--- src/rtl/irq_trk_pkg.sv ---
package irq_trk_pkg;
  typedef enum logic [2:0] {
    OP_SET_EN   = 3'd0,
    OP_CLR_EN   = 3'd1,
    OP_SET_PEND = 3'd2,
    OP_CLR_PEND = 3'd3,
    OP_SW_TRIG  = 3'd4
  } wr_op_e;
endpackage

--- src/rtl/irq_sync.sv ---
// Two-flop synchronizer with one history flop for rising-edge detection.
module irq_sync #(
  parameter int W = 8
) (
  input  logic         clk,
  input  logic         rst_n,
  input  logic [W-1:0] raw_i,
  output logic [W-1:0] level_o,
  output logic [W-1:0] rise_o
);
  logic [W-1:0] s1_q, s2_q, prev_q;

  always_ff @(posedge clk or negedge rst_n) begin
    if (!rst_n) begin
      s1_q   <= '0;
      s2_q   <= '0;
      prev_q <= '0;
    end else begin
      s1_q   <= raw_i;
      s2_q   <= s1_q;
      prev_q <= s2_q;
    end
  end

  assign level_o = s2_q;
  assign rise_o  = s2_q & ~prev_q;
endmodule

--- src/rtl/irq_chan_cell.sv ---
// Enable, pending and active state of one channel.
module irq_chan_cell (
  input  logic clk,
  input  logic rst_n,
  input  logic rise_i,
  input  logic level_i,
  input  logic set_en_i,
  input  logic clr_en_i,
  input  logic set_pend_i,
  input  logic clr_pend_i,
  input  logic trig_i,
  input  logic ack_i,
  input  logic exit_i,
  output logic en_o,
  output logic pend_o,
  output logic act_o
);
  logic en_q, pend_q, act_q;
  logic en_d, pend_d, act_d;
  logic en_ce, pend_ce, act_ce;
  logic pend_set, pend_clr, resample;

  always_comb begin
    resample = exit_i & act_q & level_i;
    pend_set = rise_i | resample | set_pend_i | trig_i;
    pend_clr = clr_pend_i | ack_i;
    pend_ce  = pend_set | pend_clr;
    pend_d   = pend_set;
    en_ce    = set_en_i | clr_en_i;
    en_d     = set_en_i;
    act_ce   = ack_i | exit_i;
    act_d    = ack_i;
  end

  always_ff @(posedge clk or negedge rst_n) begin
    if (!rst_n) begin
      en_q   <= 1'b0;
      pend_q <= 1'b0;
      act_q  <= 1'b0;
    end else begin
      if (en_ce)   en_q   <= en_d;
      if (pend_ce) pend_q <= pend_d;
      if (act_ce)  act_q  <= act_d;
    end
  end

  assign en_o   = en_q;
  assign pend_o = pend_q;
  assign act_o  = act_q;
endmodule

--- src/rtl/irq_pick.sv ---
// Lowest-index selection among candidate channels.
module irq_pick #(
  parameter int NCH = 8,
  parameter int CW  = $clog2(NCH)
) (
  input  logic [NCH-1:0] cand_i,
  output logic [CW-1:0]  sel_o,
  output logic           any_o
);
  always_comb begin
    sel_o = '0;
    for (int i = NCH - 1; i >= 0; i--) begin
      if (cand_i[i]) sel_o = CW'(i);
    end
    any_o = |cand_i;
  end
endmodule

--- src/rtl/irq_state_tracker.sv ---
module irq_state_tracker #(
  parameter int NCH = 8,
  parameter int CW  = $clog2(NCH)
) (
  input  logic           clk,
  input  logic           rst_n,
  input  logic [NCH-1:0] irq_i,
  input  logic           wr_en,
  input  logic [2:0]     wr_op,
  input  logic [NCH-1:0] wr_data,
  input  logic           ack_valid,
  input  logic [CW-1:0]  ack_ch,
  input  logic           exit_strobe,
  output logic [CW-1:0]  sel_ch,
  output logic           req_o
);
  import irq_trk_pkg::*;

  wr_op_e op;
  logic [NCH-1:0] line_lvl, line_rise;
  logic [NCH-1:0] m_set_en, m_clr_en, m_set_pend, m_clr_pend, m_trig, m_ack;
  logic [NCH-1:0] en_q, pend_q, act_q;

  assign op = wr_op_e'(wr_op);

  irq_sync #(.W(NCH)) u_sync (
    .clk(clk), .rst_n(rst_n), .raw_i(irq_i),
    .level_o(line_lvl), .rise_o(line_rise)
  );

  always_comb begin
    m_set_en   = (wr_en && op == OP_SET_EN)   ? wr_data : '0;
    m_clr_en   = (wr_en && op == OP_CLR_EN)   ? wr_data : '0;
    m_set_pend = (wr_en && op == OP_SET_PEND) ? wr_data : '0;
    m_clr_pend = (wr_en && op == OP_CLR_PEND) ? wr_data : '0;
    for (int i = 0; i < NCH; i++) begin
      m_trig[i] = wr_en && op == OP_SW_TRIG && wr_data[CW-1:0] == CW'(i);
      m_ack[i]  = ack_valid && ack_ch == CW'(i);
    end
  end

  for (genvar g = 0; g < NCH; g++) begin : g_chan
    irq_chan_cell u_cell (
      .clk(clk), .rst_n(rst_n),
      .rise_i(line_rise[g]), .level_i(line_lvl[g]),
      .set_en_i(m_set_en[g]), .clr_en_i(m_clr_en[g]),
      .set_pend_i(m_set_pend[g]), .clr_pend_i(m_clr_pend[g]),
      .trig_i(m_trig[g]), .ack_i(m_ack[g]), .exit_i(exit_strobe),
      .en_o(en_q[g]), .pend_o(pend_q[g]), .act_o(act_q[g])
    );
  end

  irq_pick #(.NCH(NCH), .CW(CW)) u_pick (
    .cand_i(pend_q & en_q & ~act_q), .sel_o(sel_ch), .any_o(req_o)
  );
endmodule

--- config.mk ---
export PLATFORM = sky130hd
export DESIGN_NAME = irq_state_tracker
export DESIGN_NICKNAME = d
export VERILOG_FILES = /design/src/rtl/irq_trk_pkg.sv /design/src/rtl/irq_sync.sv /design/src/rtl/irq_chan_cell.sv /design/src/rtl/irq_pick.sv /design/src/rtl/irq_state_tracker.sv
export SDC_FILE = /design/constraint.sdc
export NUM_CORES = 1
export LEC_CHECK = 0
export BUFFER_PORTS_ARGS = -buffer_cell sky130_fd_sc_hd__buf_2
export CORE_UTILIZATION = 55
export DETAILED_ROUTE_END_ITERATION = 8
export PLACE_DENSITY = 0.89
export REMOVE_ABC_BUFFERS = 1
export SLEW_MARGIN = 25
export SYNTH_ARGS = -nofsm -noshare
export SYNTH_HDL_FRONTEND = slang
export SYNTH_SLANG_ARGS = --single-unit
export TNS_END_PERCENT = 1
--- constraint.sdc ---
create_clock -name clk -period 3.7 [get_ports clk]
set_clock_uncertainty 0.2 [all_clocks]
set_input_delay 0.555 -clock clk [delete_from_list [all_inputs] [get_ports clk]]
set_output_delay 0.555 -clock clk [all_outputs]
set_load 0.02 [all_outputs]
## Yosys cells after proc, flatten, opt, wreduce, memory -nomap -nowiden

Index checks and enable logic that the tools add are counted.
Widths: inputs -> output; s select.

| word-level totals | value |
|---|---|
| flip-flop bits (word level) | 48 |
| input port bits | 27 |
| word-level logic and storage cells | 159 |

| cells by class | value |
|---|---|
| equality and inequality tests | 18 |
| mux-type cells | 12 |
| bitwise operators | 77 |
| reduce and logical (&&, ||, !) cells | 25 |

Operator list:

| operator | count |
|---|---|
| $or 1x1->1 | 56 |
| $mux 8 | 4 |
| $eq 3x3->1 const B | 9 |
| $and 8x8->8 | 3 |
| $mux 3 | 8 |
| $logic_and 1x1->1 | 21 |
| $eq 3x2->1 const B | 6 |
| $and 1x1->1 | 16 |
| $not 8->8 | 2 |
| $eq 3x1->1 const B | 3 |
| $logic_not 3->1 | 3 |
| $reduce_or 8->1 | 1 |

## Longest topological paths before layout

| logic depth | value |
|---|---|
| depth in word-level cells | 10 |
| depth in mapped cells | 4 |

## By module

A second synthesis with hierarchy kept.

| unflattened totals | value |
|---|---|
| cells, all modules | 214 |
| area, all modules | 2296.0 µm² |

Modules (own cells, without submodules):

| module | times used | cells each | area an instance (µm²) |
|---|---|---|---|
| irq_chan_cell | 8 | 11 | 121.4 |
| irq_sync | 1 | 32 | 710.7 |
| irq_state_tracker | 1 | 81 | 533.0 |
| irq_pick | 1 | 13 | 81.3 |

## Worst setup path before layout

Ideal clock, no wire load.

| timing path | value |
|---|---|
| path kind | register to output |
| start | register g_chan[0].u_cell.pend_q |
| end | output sel_ch[2] |
| arrival | 1.233 ns |
| required time | 2.945 ns |
| setup slack | 1.712 ns |
| stages on the path, launching flop included | 4 |
| path buffers | 0 |
| path through | dfrtp_1 nand3b_1 and4_1 a21boi_0 |

| on the way | value |
|---|---|
| longest elaborated chain between the ends | 3 |

RTL lines:

| item | line | text |
|---|---|---|
| from (decl) | irq_chan_cell.sv:18 | `logic en_q, pend_q, act_q;` |
| from (signal assigned) | irq_chan_cell.sv:42 | `if (pend_ce) pend_q <= pend_d;` |
| $and 8x8->8 (2 in a row) | irq_state_tracker.sv:54 | `.cand_i(pend_q & en_q & ~act_q), .sel_o(sel_ch), .any_o(req_o)` |
| $mux 3 | irq_pick.sv:13 | `if (cand_i[i]) sel_o = CW'(i);` |
| to (decl) | irq_state_tracker.sv:14 | `output logic [CW-1:0] sel_ch,` |

Every way passes these cells.

## Worst setup path after layout

Same ends and word-level chain as after synthesis.

==> results.toml <==
[outcome]
status = "finished with violations"
violations = "negative hold slack"

[cts]
cts_tree = "built"
numCtsBuffers = 5
h-tree-depth = 2
cts.root.buffer_cell = "clkbuf_4"
clock-sinks = 48
ctsResizeCount = 0
clkLatencyLatePin_ps = 360
cts_max_path_buffers = 2
hold_buffers = 0
post_cts_buffers = 0
cts.clk_slew.worst_paths_ps = 120

[floorplanning]
ioPinCount = 31
die_x_um = 62.5
rows = 21
core_area_um2 = 3420
start_util_pct = 58.9
die-area_um2 = 3900
die_h_um = 62.5

[final_layout]
synthToLayoutAreaGrowth_pct = 12.6
fin_cells = 247
nNetsFinal = 227
fill_cells = 255
drive_gt1_share_pct = 24.4
antennaDiodeCount = 0
postLayoutCellArea_um2 = 2260

[worst_setup_path]
crit_fanout = 5
max_stage_delay_ps = 410
startpoint = "g_chan[0].u_cell.pend_o"
crit_family = "simple AND/OR/NAND/NOR gates"
worst_setup_path_start_kind = "register"
cp-end-kind = "primary output"
worstPathCellList = "nand3b_1 > and4_1 > a21boi_0 > buf_2"
cp.buffers_inverters = 1
worstSetupPathType = "reg -> out"
reg2reg_from = "g_chan[7].u_cell.act_o"
crit_slowest_cell = "dfrtp_1"
cp.required_ps = 2940
worstPathArrival_ps = 1540

[global_routing]
use_met3_pct = 7.12
grt.total_usage_pct = 23.5
top_usage_layer = "met2"
grt_max_degree = 49
antenna_found_initial = 0
grtUsageMet1_pct = 29.7
grt_pass1_vias = 1504
grt_pass1_wl_um = 6980
grt_overflow_total = 0
use_met2_pct = 38.2

[power_and_ir_drop]
pwr-share-seq_pct = 58.3
peakVddDrop_mv = 0.249
combinationalPowerShare_pct = 17.9
clockPowerShare_pct = 23.8
p_int_uw = 743
p_sw_share_pct = 27.6
p_per_area_nw_per_um2 = 453
p_sw_uw = 283
power.leakage_nw = 1.05

[synthesis]
syn_area_per_cell_um2 = 12.1
yosys.area.top_type_share_pct = 59.7
synth_warnings = 0
ys_types = 32
ys_seq_area_share_pct = 59.7
synthCells = 166
synth_area_um2 = 2010
synth_area_leaders = "dfrtp_1, a21bo_2, inv_1"
yosysTopAreaCell = "dfrtp_1"
ys_ff_latch = 48

[detailed_routing]
drt_iter0_markers = 128
drtPass1Iterations = 4
wl_um = 4190
routed-via-count = 1471
wl_per_cell_um = 17.0
avgViaCountPerCell = 5.96
drc = 0
final_antenna_net_count = 0

[place]
globalplace.congestion = 0.822
dp_hpwl_um = 3030
port_buffers = 30
dpl.cell_count = 239
place_area_um2 = 2200

[sta]
setup_viol = 0
finalCriticalPeriod_ps = 2300
tns_ps = 0
finalHoldViolCount = 32
fmax_mhz = 435
fin_worst_hold_slack_ps = -18.7
max_slew.worst_pin.slew_ps = 695
period_share_pct = 62.1
slew_headroom_pct = 53.5
drv_slew = 0
rsz0062_at_grt = "false"

[job]
maxCapViolCount = 0

[hold_path]
hold_class = "in -> async"
==> logic make-up (layout without fill, tap and decap cells) <==
logic type             after synthesis  count (layout)  share of synthesized area [%]
AO/OA/AOI/OAI                       51              51                           19.1
flip-flops                          48              48                           59.7
AND/OR/NAND/NOR                     37              37                           13.6
buffers and inverters               25              60                           5.10
multiplexers                         5               5                           2.49
==> sequential cells by signal, indices dropped and copies added, names as in the netlist <==
name / flops
g_chan.u_cell.act_o: 8
u_sync.level_o: 8
u_sync.prev_q: 8
g_chan.u_cell.en_o: 8
g_chan.u_cell.pend_o: 8
u_sync.s1_q: 8
==> cell usage after synthesis, drive strengths merged <==
| library cell | n |
|---|---|
| nand4b | 4 |
| clkbuf | 2 |
| nor4bb | 1 |
| a31oi | 4 |
| and4bb | 1 |
| nand3b | 7 |
| mux2i | 5 |
| and3b | 3 |
| nand2 | 9 |
| or4b | 1 |
| dfrtp | 48 |
| o21ai | 8 |
| o221ai | 1 |
| inv | 21 |
| a21boi | 1 |
| nand4bb | 3 |
| a22oi | 8 |
| o211ai | 9 |
| nand3 | 2 |
| nor2b | 1 |
| nand2b | 1 |
| nor2 | 1 |
| o311ai | 8 |
| a21oi | 4 |
| and4 | 1 |
| nand4 | 1 |
| nor3b | 1 |
| a21bo | 8 |
| buf | 2 |
==> stage by stage <==
step | total power, mW | util (%) | setup WS, ps | hold slack (ps)
6_report | 1.03 | 66.3 | 1400 | -18.7
5_1_grt | 1.08 | 66.3 | 1290 | 6.87
4_1_cts | 1.03 | 66.2 | 1390 | 82.1
3_5_place_dp | 0.792 | 64.5 | 1790 | 135
3_3_place_gp | 0.779 | 64.5 | 1830 | 131
2_1_floorplan | 0.714 | - | 1710 | 59.4
==> path summary, 6_finish.rpt <==
path | cells after the start | slack (ps) | endpoint
max | 4 | 1400 | sel_ch[2]
min in group clk | 1 | 90 | u_sync.s1_q[5]
min | 1 | -20 | u_sync.prev_q[3]
max in group asynchronous | 1 | 2920 | g_chan[7].u_cell.act_o
min reg2reg | 0 | 160 | u_sync.level_o[6]
max reg2reg | 3 | 2440 | g_chan[7].u_cell.pend_o
==> power groups by stage <==
stage	Sequential (mW)	Clock, mW	Combinational [mW]
3_5_place_dp	0.609	0	0.183
4_1_cts	0.598	0.252	0.183
3_3_place_gp	0.605	0	0.174
6_report	0.599	0.244	0.184
5_1_grt	0.603	0.277	0.202
2_1_floorplan	0.600	0	0.114
==> layout by cell type (no fill, tap or decap) <==
cell type	instances
a31oi_1	4
mux2i_1	5
o221ai_1	1
o211ai_2	1
nand4b_1	3
clkbuf_1	2
nand4_1	1
buf_2	29
a21oi_1	4
clkbuf_8	1
nor3b_2	1
and3b_1	3
o311ai_1	8
or4b_1	1
clkbuf_4	5
dfrtp_1	48
nand4b_2	1
o211ai_1	8
nand2_1	9
a21bo_2	8
and4bb_2	1
nand3_1	2
nor4bb_1	1
buf_4	2
a22oi_1	8
o21ai_0	8
inv_1	21
nor2b_1	1
nor2_1	1
nand4bb_1	3
nand2b_1	1
and4_1	1
nand3b_1	7
a21boi_0	1
==> metal layers <==
metal  vias up  routed length, µm
met5         -                  0
met4         0                 88
met3        11                324
met2        62               2020
met1       715               1760
li1        683                  -
==> area by class of cell <==
cell class	instances	area (µm²)	share of cell area (%)
Tap cell	46	57.6	2.54
Sequential cell	48	1200	53.0
Clock buffer	8	58.8	2.60
Multi-Input combinational cell	93	708	31.3
Timing Repair Buffer	31	160	7.07
Inverter	21	78.8	3.48
Power figures use the tool's default switching activity.
